<file path="config.mk">
export PLATFORM = sky130hd
export DESIGN_NAME = tmr_unit
export DESIGN_NICKNAME = d
export VERILOG_FILES = /design/src/rtl/tmr_pkg.sv /design/src/rtl/tmr_prescaler.sv /design/src/rtl/tmr_channel.sv /design/src/rtl/tmr_unit.sv
export SDC_FILE = /design/constraint.sdc
export NUM_CORES = 1
export LEC_CHECK = 0
export BUFFER_PORTS_ARGS = -buffer_cell sky130_fd_sc_hd__buf_2
export CAP_MARGIN = 40
export CORE_ASPECT_RATIO = 0.8
export CORE_MARGIN = 1.5
export CORE_UTILIZATION = 55
export CTS_CLUSTER_DIAMETER = 40
export DETAILED_ROUTE_END_ITERATION = 8
export PLACE_DENSITY = 0.72
export SETUP_SLACK_MARGIN = 0.2
export SLEW_MARGIN = 20
export SYNTH_ARGS = -nofsm -noshare
export SYNTH_HDL_FRONTEND = slang
export SYNTH_SLANG_ARGS = --single-unit
</file>
<file path="constraint.sdc">
create_clock -name clk -period 2.95 [get_ports clk]
set_input_delay 0.59 -clock clk [delete_from_list [all_inputs] [get_ports clk]]
set_output_delay 0.59 -clock clk [all_outputs]
set_load 0.03 [all_outputs]
</file>
<file path="src/rtl/tmr_pkg.sv">
package tmr_pkg;
  localparam int PS_W  = 10;
  localparam int CTL_W = 16;
  localparam int SEL_LO = 0;
  localparam int IE_BIT = 5;
  localparam int UF_BIT = 8;

  typedef enum logic [1:0] {
    SZ_BYTE = 2'd0,
    SZ_HALF = 2'd1,
    SZ_WORD = 2'd2
  } acc_size_e;

  function automatic logic ps_legal(input logic [2:0] sel);
    return sel <= 3'd4;
  endfunction

  // terminal count of the prescaler: (4 << 2*sel) - 1
  function automatic logic [PS_W-1:0] ps_limit(input logic [2:0] sel);
    logic [PS_W:0] span;
    span = (PS_W+1)'(4) << (2 * sel);
    return PS_W'(span - 1'b1);
  endfunction
endpackage

</file>
<file path="src/rtl/tmr_prescaler.sv">
module tmr_prescaler
  import tmr_pkg::*;
(
  input  logic       clk,
  input  logic       rst,
  input  logic       run,
  input  logic [2:0] sel,
  output logic       tick
);
  logic [PS_W-1:0] ps_q;

  always_comb tick = run && ps_legal(sel) && (ps_q >= ps_limit(sel));

  always_ff @(posedge clk) begin
    if (rst || !run)          ps_q <= '0;
    else if (tick)            ps_q <= '0;
    else if (ps_legal(sel))   ps_q <= ps_q + 1'b1;
  end

  // a fresh start never ticks on its first running cycle
  p_first_tick_r7: assert property (@(posedge clk) disable iff (rst)
    $rose(run) |-> !tick);
  // the shortest period is four cycles, so ticks never come back to back
  p_tick_spacing_r3: assert property (@(posedge clk) disable iff (rst)
    tick |=> !tick);
endmodule

</file>
<file path="src/rtl/tmr_channel.sv">
module tmr_channel
  import tmr_pkg::*;
#(
  parameter int CNT_W = 32
) (
  input  logic             clk,
  input  logic             rst,
  input  logic             run,
  input  logic             cnt_we,
  input  logic             rel_we,
  input  logic             ctl_we,
  input  logic [CNT_W-1:0] wr_cnt,
  input  logic [CNT_W-1:0] wr_rel,
  input  logic [CTL_W-1:0] wr_ctl,
  output logic [CNT_W-1:0] cnt_o,
  output logic [CNT_W-1:0] rel_o,
  output logic [CTL_W-1:0] ctl_o,
  output logic             irq_o
);
  logic [CNT_W-1:0] cnt_q, rel_q;
  logic [2:0]       sel_q;
  logic             ie_q, flag_q, tick, underflow;

  tmr_prescaler u_ps (
    .clk  (clk),
    .rst  (rst),
    .run  (run),
    .sel  (sel_q),
    .tick (tick)
  );

  assign underflow = tick && (cnt_q == '0);

  always_ff @(posedge clk) begin
    if (rst) begin
      cnt_q <= '1;
      rel_q <= '1;
    end else begin
      if (cnt_we)          cnt_q <= wr_cnt;
      else if (underflow)  cnt_q <= rel_q;
      else if (tick)       cnt_q <= cnt_q - 1'b1;
      if (rel_we)          rel_q <= wr_rel;
    end
  end

  always_ff @(posedge clk) begin
    if (rst) begin
      sel_q  <= '0;
      ie_q   <= 1'b0;
      flag_q <= 1'b0;
    end else begin
      if (ctl_we) begin
        sel_q <= wr_ctl[SEL_LO +: 3];
        ie_q  <= wr_ctl[IE_BIT];
      end
      if (underflow)                     flag_q <= 1'b1;
      else if (ctl_we && !wr_ctl[UF_BIT]) flag_q <= 1'b0;
    end
  end

  always_comb begin
    ctl_o = '0;
    ctl_o[SEL_LO +: 3] = sel_q;
    ctl_o[IE_BIT]      = ie_q;
    ctl_o[UF_BIT]      = flag_q;
  end
  assign cnt_o = cnt_q;
  assign rel_o = rel_q;
  assign irq_o = flag_q & ie_q;

  p_reload_r4: assert property (@(posedge clk) disable iff (rst)
    tick && cnt_q == '0 && !cnt_we |=> cnt_q == $past(rel_q));
  p_flag_set_r4: assert property (@(posedge clk) disable iff (rst)
    tick && cnt_q == '0 |=> flag_q);
  p_hold_r2: assert property (@(posedge clk) disable iff (rst)
    !run && !cnt_we |=> $stable(cnt_q));
  p_sticky_r6: assert property (@(posedge clk) disable iff (rst)
    flag_q && !(ctl_we && !wr_ctl[UF_BIT]) |=> flag_q);
  p_sw_wins_r8: assert property (@(posedge clk) disable iff (rst)
    cnt_we |=> cnt_q == $past(wr_cnt));
endmodule

</file>
<file path="src/rtl/tmr_unit.sv">
module tmr_unit
  import tmr_pkg::*;
#(
  parameter int NUM_CH = 3,
  parameter int CNT_W  = 32,
  parameter int ADDR_W = 6
) (
  input  logic              clk,
  input  logic              rst,
  input  logic              bus_en,
  input  logic              bus_we,
  input  logic [1:0]        bus_size,
  input  logic [ADDR_W-1:0] bus_addr,
  input  logic [CNT_W-1:0]  bus_wdata,
  output logic [CNT_W-1:0]  bus_rdata,
  output logic [NUM_CH-1:0] irq
);
  localparam int RUN_OFS   = 4;
  localparam int CH_BASE   = 8;
  localparam int CH_STRIDE = 12;
  localparam int REL_OFS   = 0;
  localparam int CNT_OFS   = 4;
  localparam int CTL_OFS   = 8;

  logic [NUM_CH-1:0] run_q;
  logic [CNT_W-1:0]  mask, rd_mux;
  logic [CNT_W-1:0]  cnt_a [NUM_CH];
  logic [CNT_W-1:0]  rel_a [NUM_CH];
  logic [CTL_W-1:0]  ctl_a [NUM_CH];
  logic              wr, rd, run_hit;

  assign wr      = bus_en && bus_we;
  assign rd      = bus_en && !bus_we;
  assign run_hit = bus_addr == ADDR_W'(RUN_OFS);

  always_comb begin
    unique case (acc_size_e'(bus_size))
      SZ_BYTE: mask = CNT_W'(8'hFF);
      SZ_HALF: mask = CNT_W'(16'hFFFF);
      default: mask = '1;
    endcase
  end

  for (genvar i = 0; i < NUM_CH; i++) begin : g_ch
    localparam int BASE = CH_BASE + CH_STRIDE * i;
    logic hit_rel, hit_cnt, hit_ctl;
    logic [CNT_W-1:0] m_cnt, m_rel, m_ctl;

    assign hit_rel = bus_addr == ADDR_W'(BASE + REL_OFS);
    assign hit_cnt = bus_addr == ADDR_W'(BASE + CNT_OFS);
    assign hit_ctl = bus_addr == ADDR_W'(BASE + CTL_OFS);
    assign m_cnt = (cnt_a[i] & ~mask) | (bus_wdata & mask);
    assign m_rel = (rel_a[i] & ~mask) | (bus_wdata & mask);
    assign m_ctl = (CNT_W'(ctl_a[i]) & ~mask) | (bus_wdata & mask);

    tmr_channel #(.CNT_W(CNT_W)) u_ch (
      .clk    (clk),
      .rst    (rst),
      .run    (run_q[i]),
      .cnt_we (wr && hit_cnt),
      .rel_we (wr && hit_rel),
      .ctl_we (wr && hit_ctl),
      .wr_cnt (m_cnt),
      .wr_rel (m_rel),
      .wr_ctl (m_ctl[CTL_W-1:0]),
      .cnt_o  (cnt_a[i]),
      .rel_o  (rel_a[i]),
      .ctl_o  (ctl_a[i]),
      .irq_o  (irq[i])
    );
  end

  always_ff @(posedge clk) begin
    if (rst)                 run_q <= '0;
    else if (wr && run_hit)  run_q <= bus_wdata[NUM_CH-1:0];
  end

  always_comb begin
    rd_mux = '0;
    if (run_hit) rd_mux = CNT_W'(run_q);
    for (int i = 0; i < NUM_CH; i++) begin
      if (bus_addr == ADDR_W'(CH_BASE + CH_STRIDE * i + REL_OFS)) rd_mux = rel_a[i];
      if (bus_addr == ADDR_W'(CH_BASE + CH_STRIDE * i + CNT_OFS)) rd_mux = cnt_a[i];
      if (bus_addr == ADDR_W'(CH_BASE + CH_STRIDE * i + CTL_OFS)) rd_mux = CNT_W'(ctl_a[i]);
    end
  end

  always_ff @(posedge clk) begin
    if (rst)     bus_rdata <= '0;
    else if (rd) bus_rdata <= rd_mux & mask;
  end

  p_run_write_r2: assert property (@(posedge clk) disable iff (rst)
    wr && run_hit |=> run_q == $past(bus_wdata[NUM_CH-1:0]));
  p_run_hold_r2: assert property (@(posedge clk) disable iff (rst)
    !(wr && run_hit) |=> $stable(run_q));
  p_rdata_hold_r9: assert property (@(posedge clk) disable iff (rst)
    !rd |=> $stable(bus_rdata));
endmodule

</file>
### Word-level counts from Yosys, hierarchy flattened

Cells that the tools add are included.

| storage, ports and cells | value |
|---|---|
| register bits | 272 |
| latch bits | 0 |
| bits in writable memories | 0 |
| bits in read-only memories | 0 |
| output and inout port bits | 35 |
| memories kept | 0 |

| operators by class | value |
|---|---|
| $add $sub $neg | 9 |
| multiply operators | 0 |
| div/mod/pow operators | 0 |
| magnitude comparators | 6 |
| equal/unequal tests | 11 |
| shifts and indexed selects | 3 |
| multiplexer cells | 26 |
| bitwise operators | 24 |
| reduce and logical (&&, ||, !) cells | 47 |

Operator list:

| cell | count |
|---|---|
| two-way mux 32 bit | 18 |
| bitwise AND 32 bit | 8 |
| bitwise OR 32 bit | 6 |
| zero test 32 bit | 3 |
| subtractor 32 x 1 -> 32 bit, second input constant | 3 |
| one-hot mux 32 bit (2 select lines) | 1 |
| inverter 32 bit | 1 |
| adder 10 x 1 -> 10 bit, second input constant | 3 |
| >= comparator 10 bit | 3 |
| << shifter 3 x 4 -> 10 bit, first input constant | 3 |
| subtractor 10 x 1 -> 10 bit, second input constant | 3 |
| bitwise AND 9 bit | 3 |
| bitwise OR 9 bit | 3 |
| == test 6 x 5 -> 1 bit, second input constant | 4 |
| logical AND 1 bit | 24 |
| == test 6 bit, second input constant | 3 |
| == test 6 x 4 -> 1 bit, second input constant | 2 |
| <= comparator 3 bit, second input constant | 3 |
| nonzero test 3 bit | 3 |
| zero test 1 bit | 7 |
| == test 6 x 3 -> 1 bit, second input constant | 1 |
| two-way mux 1 bit | 6 |
| nonzero test 2 bit | 3 |
| OR reduction 2 bit | 3 |
| other kinds (5) | 9 |

### Logic depth before layout (Yosys ltp)

Gate-level depths: netlist of run 1.

| depth | value |
|---|---|
| word-level depth | 12 |
| depth in mapped cells | 11 |

### Cells and area by module

Synthesis of run 1 repeated with hierarchy kept, for this count alone.

| second synthesis, totals | value |
|---|---|
| cell total of the unflattened synthesis | 2327 |
| area, all modules | 18147.4 sq um |

Modules (own cells, without submodules):

| module | instances | cells an instance | area each (sq um) | seq. area each (sq um) |
|---|---|---|---|---|
| tmr_channel | 3 | 435 | 3719.8 | 1381.3 |
| tmr_unit | 1 | 761 | 4743.3 | 700.7 |
| tmr_prescaler | 3 | 87 | 748.2 | 200.2 |

### Least setup slack after synthesis of run 1

OpenSTA, ideal clock, no wires.

| timing path | value |
|---|---|
| kind | input -> register |
| start | input port bus_addr[4] |
| end | register (tool-made name) |
| arrival time | 2.711 ns |
| data required time | 2.887 ns |
| path slack | 0.177 ns |
| stages | 8 |
| cell sequence | clkbuf_1 -> or4b_2 -> clkbuf_1 -> nor2_1 -> nand2_1 -> nor2_1 -> nand2_1 -> nand3_1 |

RTL lines:

| what | RTL line | source |
|---|---|---|
| start, declared | tmr_unit.sv:13 | `input logic [ADDR_W-1:0] bus_addr,` |

==> results of run 1 <==
cell type report:
| type | instances | share of cell area [%] |
|---|---|---|
| clock buffers | 49 | 6.28 |
| inverters | 19 | 0.407 |
| multi-input cells | 1453 | 50.7 |
| flip-flops and latches | 272 | 30.6 |
| repair buffers | 201 | 8.23 |
| clock inverters | 26 | 1.29 |
| well taps | 357 | 2.51 |
cells in the final DEF, fill, tap and decap left out, types with 9 or more instances in the layout:
master	Yosys	routed
inv_1	19	18
buf_4	3	110
a221oi_1	38	38
a22oi_1	35	35
nand4_1	20	20
nor2_1	129	122
nand2_1	260	258
nand2b_1	9	9
a22o_1	29	29
a21oi_1	65	65
nand3_1	238	238
a31oi_1	15	15
and3_1	22	22
mux2i_1	42	42
nor4_1	29	29
nor3_1	64	56
o31ai_1	19	19
o211ai_1	46	46
or3_1	11	11
xor2_1	58	58
xnor2_1	40	40
nor3_2	2	9
ha_1	30	30
clkbuf_16	0	43
buf_2	7	78
a211oi_1	11	11
or4_1	18	17
buf_12	0	10
dfxtp_1	272	267
o21ai_0	63	63
a222oi_1	27	27
logic make-up after synthesis:
kind of cell	synth area share, %
AO/OA/AOI/OAI	20.3
XOR/XNOR	5.72
adder cells (fa/ha/maj)	2.50
buffers and inverters	4.39
flip-flops	36.3
multiplexers	3.40
AND/OR/NAND/NOR	27.4
worst max-delay path, stage by stage, from the launching register on:
cell and delay, ns:
dfxtp_1 0.32, or4_4 0.56, or4_4 0.57, or3_1 0.42, buf_12 0.19, nor2_4 0.20, buf_4 0.15, buf_4 0.12
a21oi_1 0.04, nor2_1 0.08
layer usage:
layer	vias up	routed length, microns	global-route usage [%]
li1	7235	-	-
met1	7567	24800	60.4
met2	1118	21400	51.7
met3	109	9150	12.7
met4	0	1240	9.96
met5	-	0	0
how the worst max path moves through the flow:
stage | to | slack (ns) | cells after the start
2_1_floorplan | flip-flop | 0.20 | 8
3_3_place_gp | g_ch[1].u_ch.cnt_o[6] | 0.07 | 7
3_5_place_dp | flip-flop | 0.08 | 6
4_1_cts | flip-flop | 0.24 | 10
5_1_grt | g_ch[2].u_ch.flag_q | 0.20 | 9
6_report | g_ch[2].u_ch.flag_q | 0.22 | 9
power groups by stage:
stage | logic [mW] | registers, mW | clock network [mW]
after detailed placement | 0.432 | 3.79 | 0
after global routing | 0.471 | 3.71 | 5.00
after global placement | 0.425 | 3.79 | 0
after CTS | 0.433 | 3.71 | 4.82
after floorplan | 0.204 | 3.79 | 0
final | 0.458 | 3.71 | 4.81
timing repair:
action	in CTS	in global routing
endpoints found under the setup margin	9	47
setup buffers	0	2
pin swaps	0	2
resized for setup	5	21
==> results.md, run 1 <==
- Worst setup path class: reg -> reg
- Final setup fails: 0
- Worst hold path depth: 3
- Register Area: 0.00545 sq mm
- Port-buffer cells: 78
- Max-slew headroom: 41.2%
- H-tree Lvls: 2
- Hold slack: 0.377 ns
- Die height: 151 microns
- MaxCap Viol Count: 0
- Seq/Total Area, Yosys: 36.3%
- Final core utilization: 67.2%
- Part of the cycle the worst path needs: 92.5%
- Layout cells sized above 1: 16.5%
- Post-synth EDFFs: 0
- Top-area cell type share of the netlist area: 36.3%
- Drt first pass iters: 9
- Outcome: complete, but fails checks
- Final total power: 8.97 mW
- DP Cell Count: 2300
- Initial antenna violation count: 0
- FP Rows: 53
- NetSw: 2.30 mW
- Top post-synthesis cells by area: dfxtp_1 36%, nand3_1 7.9%, nand2_1 6.5%
- Clock-pin slew on the worst setup and hold paths: 0.06 ns
- Leading cell types by count after synthesis: 272 x dfxtp_1, 260 x nand2_1, 238 x nand3_1
- Global-route wire length before repair: 86.2 mm
- Final Cell Area: 0.0178 sq mm
- ANT cells: 0
- Net count after synthesis: 1963
- Synth cell types: 74
- Number of vias per cell: 6.74
- CP Capture Type: flip-flop
- Instance count of the mapped netlist: 1889
- Vias in the first global route: 14400
- Total congestion overflow: 0
- Fin worst setup slack: 0.222 ns
- Worst slew pin tran: 0.882 ns
- CORE AREA: 0.0265 sq mm
- Fin crit period: 2.73 ns
- Min-Delay Startpoint: bus_wdata[29]
- Die W: 188 microns
- DP HPWL: 41.2 mm
- DRC errors left: 26
- Worst Path Max Fanout: 23
- Syn_area_per_cell: 7.94 sq um
- 1st-iter DRT viols: 2658
- CTS tree: done
- TNS Setup: 0 ns
- Critical Path Start Type: flip-flop
- Bufs on Longest Clock Path: 3
- Reg-to-reg endpoint: g_ch[2].u_ch.flag_q
- Clock latency on the worst-skew pair: 0.55 ns
- Unrepaired setup endpoints after global routing: no
- Fill cell count: 2264
- Maximum clock rate: 367 MHz
- Count leader, synth: dfxtp_1
- Initial Utilization: 56.6%
- Post-synth ARST share: 0%
- Main synth FF type: dfxtp_1
- DRT Wirelength: 56.5 mm
- Int Pwr: 6.67 mW
- Final std cells w/o fill: 2377
- Required time worst endpoint: 3.42 ns
- Static Leak: 7.15 nW
- R2r setup slk: 0.22 ns
- CTS root buf: clkbuf_16
- Worst slack at placement: 0.0786 ns
- Multi-input gate area: 0.00904 sq mm
- Final slew viol count: 0
- Synthesized area: 0.0150 sq mm
- Die area: 0.0283 sq mm
- Switching part of the total power: 25.6%
- # clock sinks: 272
- Post-DRT Antenna Nets: 0
- Share of power burned in registers: 41.3%
- Layout area overhead: 18.8%
- Critical Path AT: 3.20 ns
- Cell Area, Placed: 0.0164 sq mm
- Synth Warn #: 0
- Routed WL per cell: 23.8 microns
- Final Hold Vio Count: 0
- Inserted Clock Buffers: 41
- Largest net degree at the start of global routing: 115
- Top cell type by total area after synthesis: dfxtp_1
- Total GRT Usage: 39.4%
- Flop and latch count out of synthesis: 272
- HP Class: in -> reg
- Clk_skew: 0.0283 ns
- Hold_buf cts: 0
- Via count: 16000
- Failing checks: DRC
- Clock power frac: 53.6%
- Reg2Reg Depth: 9
- Worst VDD drop: 0.000402 V
- Logic pwr share: 5.1%
- Routability cong.: 1.01
- Nets: 2062
- Power per Cell Area: 503 mW/mm^2
- Number of I/O pins: 79
No activity file was read; power rests on OpenSTA's default activity.
==> inputs of run 2 (changes only) <==
- PLACE_DENSITY: 0.72 -> 0.81
==> results.md, run 2 (same netlist as run 1, synthesis figures left out) <==
- Outcome: complete, but fails checks (unchanged)
- Failing checks: DRC (unchanged)
- Initial antenna violation count: 1 (was 0)
- Unrepaired setup endpoints after global routing: no (unchanged)
- Nets: 2048 (was 2062)
- Clock latency on the worst-skew pair: 0.54 ns (was 0.55 ns)
- Final total power: 8.61 mW (was 8.97 mW)
- FP Rows: 53 (unchanged)
- Final slew viol count: 0 (unchanged)
- Final Cell Area: 0.0176 sq mm (was 0.0178 sq mm)
- Critical Path AT: 3.09 ns (was 3.20 ns)
- Clock-pin slew on the worst setup and hold paths: 0.06 ns (about the same)
- CP Capture Type: flip-flop (unchanged)
- Bufs on Longest Clock Path: 3 (unchanged)
- Final std cells w/o fill: 2358 (was 2377)
- Final setup fails: 0 (unchanged)
- MaxCap Viol Count: 0 (unchanged)
- Fin crit period: 2.70 ns (was 2.73 ns)
- Cell Area, Placed: 0.0163 sq mm (was 0.0164 sq mm)
- Worst Path Max Fanout: 7 (was 23)
- Port-buffer cells: 78 (unchanged)
- Post-DRT Antenna Nets: 0 (unchanged)
- Number of I/O pins: 79 (unchanged)
- Largest net degree at the start of global routing: 120 (was 115)
- 1st-iter DRT viols: 2813 (was 2658)
- Power per Cell Area: 490 mW/mm^2 (was 503 mW/mm^2)
- Via count: 16200 (was 16000)
- Critical Path Start Type: flip-flop (unchanged)
- Layout area overhead: 17.3% (was 18.8%)
- HP Class: in -> reg (unchanged)
- Number of vias per cell: 6.88 (was 6.74)
- Worst slew pin tran: 0.886 ns (was 0.882 ns)
- Clk_skew: 0.0213 ns (was 0.0283 ns)
- CTS tree: done (unchanged)
- Max-slew headroom: 41.0% (was 41.2%)
- Worst VDD drop: 0.000420 V (was 0.000402 V)
- Commonest non-fill, non-tap cell in the layout: dfxtp_1 (unchanged)
- Routability cong.: 0.967 (was 1.01)
- # clock sinks: 272 (unchanged)
- CTS root buf: clkbuf_16 (unchanged)
- TNS Setup: 0 ns (unchanged)
- Die W: 188 microns (unchanged)
- Final Hold Vio Count: 0 (unchanged)
- Inserted Clock Buffers: 38 (was 41)
- Fill cell count: 2240 (was 2264)
- Initial Utilization: 56.6% (unchanged)
- Total congestion overflow: 0 (unchanged)
- Layout cells sized above 1: 15.7% (was 16.5%)
- Required time worst endpoint: 3.34 ns (was 3.42 ns)
- CORE AREA: 0.0265 sq mm (unchanged)
- DRT Wirelength: 54.1 mm (was 56.5 mm)
- Drt first pass iters: 9 (unchanged)
- DP Cell Count: 2289 (was 2300)
- Static Leak: 6.95 nW (was 7.15 nW)
- Vias in the first global route: 14900 (was 14400)
- DP HPWL: 38.0 mm (was 41.2 mm)
- Hold slack: 0.411 ns (was 0.377 ns)
- Part of the cycle the worst path needs: 91.4% (was 92.5%)
- Hold_buf cts: 0 (unchanged)
- Die area: 0.0283 sq mm (unchanged)
- DRC errors left: 9 (was 26)
- Routed WL per cell: 22.9 microns (was 23.8 microns)
- Worst setup path class: reg -> reg (unchanged)
- Total GRT Usage: 37.6% (was 39.4%)
- Maximum clock rate: 371 MHz (was 367 MHz)
- Global-route wire length before repair: 84.0 mm (was 86.2 mm)
- Die height: 151 microns (unchanged)
- H-tree Lvls: 2 (unchanged)
- Most frequent cells in the layout: 271 x dfxtp_1, 259 x nand2_1, 237 x nand3_1, 121 x nor2_1, 102 x buf_4 (was 267 x dfxtp_1, 258 x nand2_1, 238 x nand3_1, 122 x nor2_1, 110 x buf_4)
[run 2: cell types whose count changed in the layout (fill, tap and decap cells not counted), moves of 3 or more]
cell,delta
buf_4,-8
clkbuf_16,-4
clkinv_4,-4
clkinvlp_4,+3
dfxtp_1,+4
dfxtp_2,-4
inv_6,-3
inv_8,-3
nor4_2,+3
[run 2: metal layers]
metal	part of all wire, %	vias up	global-route usage, %
met3	16	176	13.7
li1	-	7220	-
met5	0	-	0
met4	3.4	0	13.0
met1	40	7615	52.1
met2	40	1207	53.4
[run 2: worst max-delay path, stage by stage (launching register included)]
cell and delay, ns:
dfxtp_1 0.40, nor2_1 0.10, ha_1 0.32, a2111oi_1 0.49, o21a_1 0.26, o32ai_4 0.11, buf_4 0.18, nand2_2 0.18
buf_4 0.23, mux2i_1 0.20, o21ai_0 0.09
[run 2: cell type report]
class | instances | area, sq um | share of cell area (%)
Multi-Input combinational cell | 1453 | 9070 | 51.5
Clock inverter | 22 | 198 | 1.12
Antenna cell | 1 | 2.50 | 0.0142
Inverter | 19 | 72.6 | 0.412
Sequential cell | 272 | 5450 | 31.0
Tap cell | 357 | 447 | 2.54
Timing Repair Buffer | 190 | 1350 | 7.66
Clock buffer | 44 | 1010 | 5.77
[run 2: path summary, 6_finish.rpt]
check / from / cells after the start / slack (ns) / endpoint
worst min register to register: bus_rdata[8] / 2 / 0.46 / bus_rdata[8]
worst max-delay path: g_ch[2].u_ch.sel_q[1] / 10 / 0.25 / flip-flop
worst max register to register: g_ch[2].u_ch.sel_q[1] / 10 / 0.25 / flip-flop
worst min-delay path: bus_wdata[21] / 3 / 0.41 / flip-flop
[run 2: power breakdown]
part	switching [mW]	leakage, nW	internal (mW)	total (mW)
sequential	0.0158	2.20	3.69	3.71
clock	1.80	0.585	2.66	4.45
combinational	0.332	4.16	0.123	0.455
[run 2: stage by stage]
stage	setup slack [ns]	util, %
floorplan	0.203	-
global placement	-0.0113	61.2
detailed placement	0.0387	61.3
CTS	0.195	66.0
global route	0.167	66.3
finish	0.253	66.3
[run 2: what timing repair did]
item | 4_1_cts | 5_1_grt
gates cloned | 0 | 0
pin swaps | 0 | 3
gates resized for setup | 5 | 20
setup endpoints to repair | 35 | 70
hold endpoints to repair | 0 | 0
setup buffers | 0 | 2
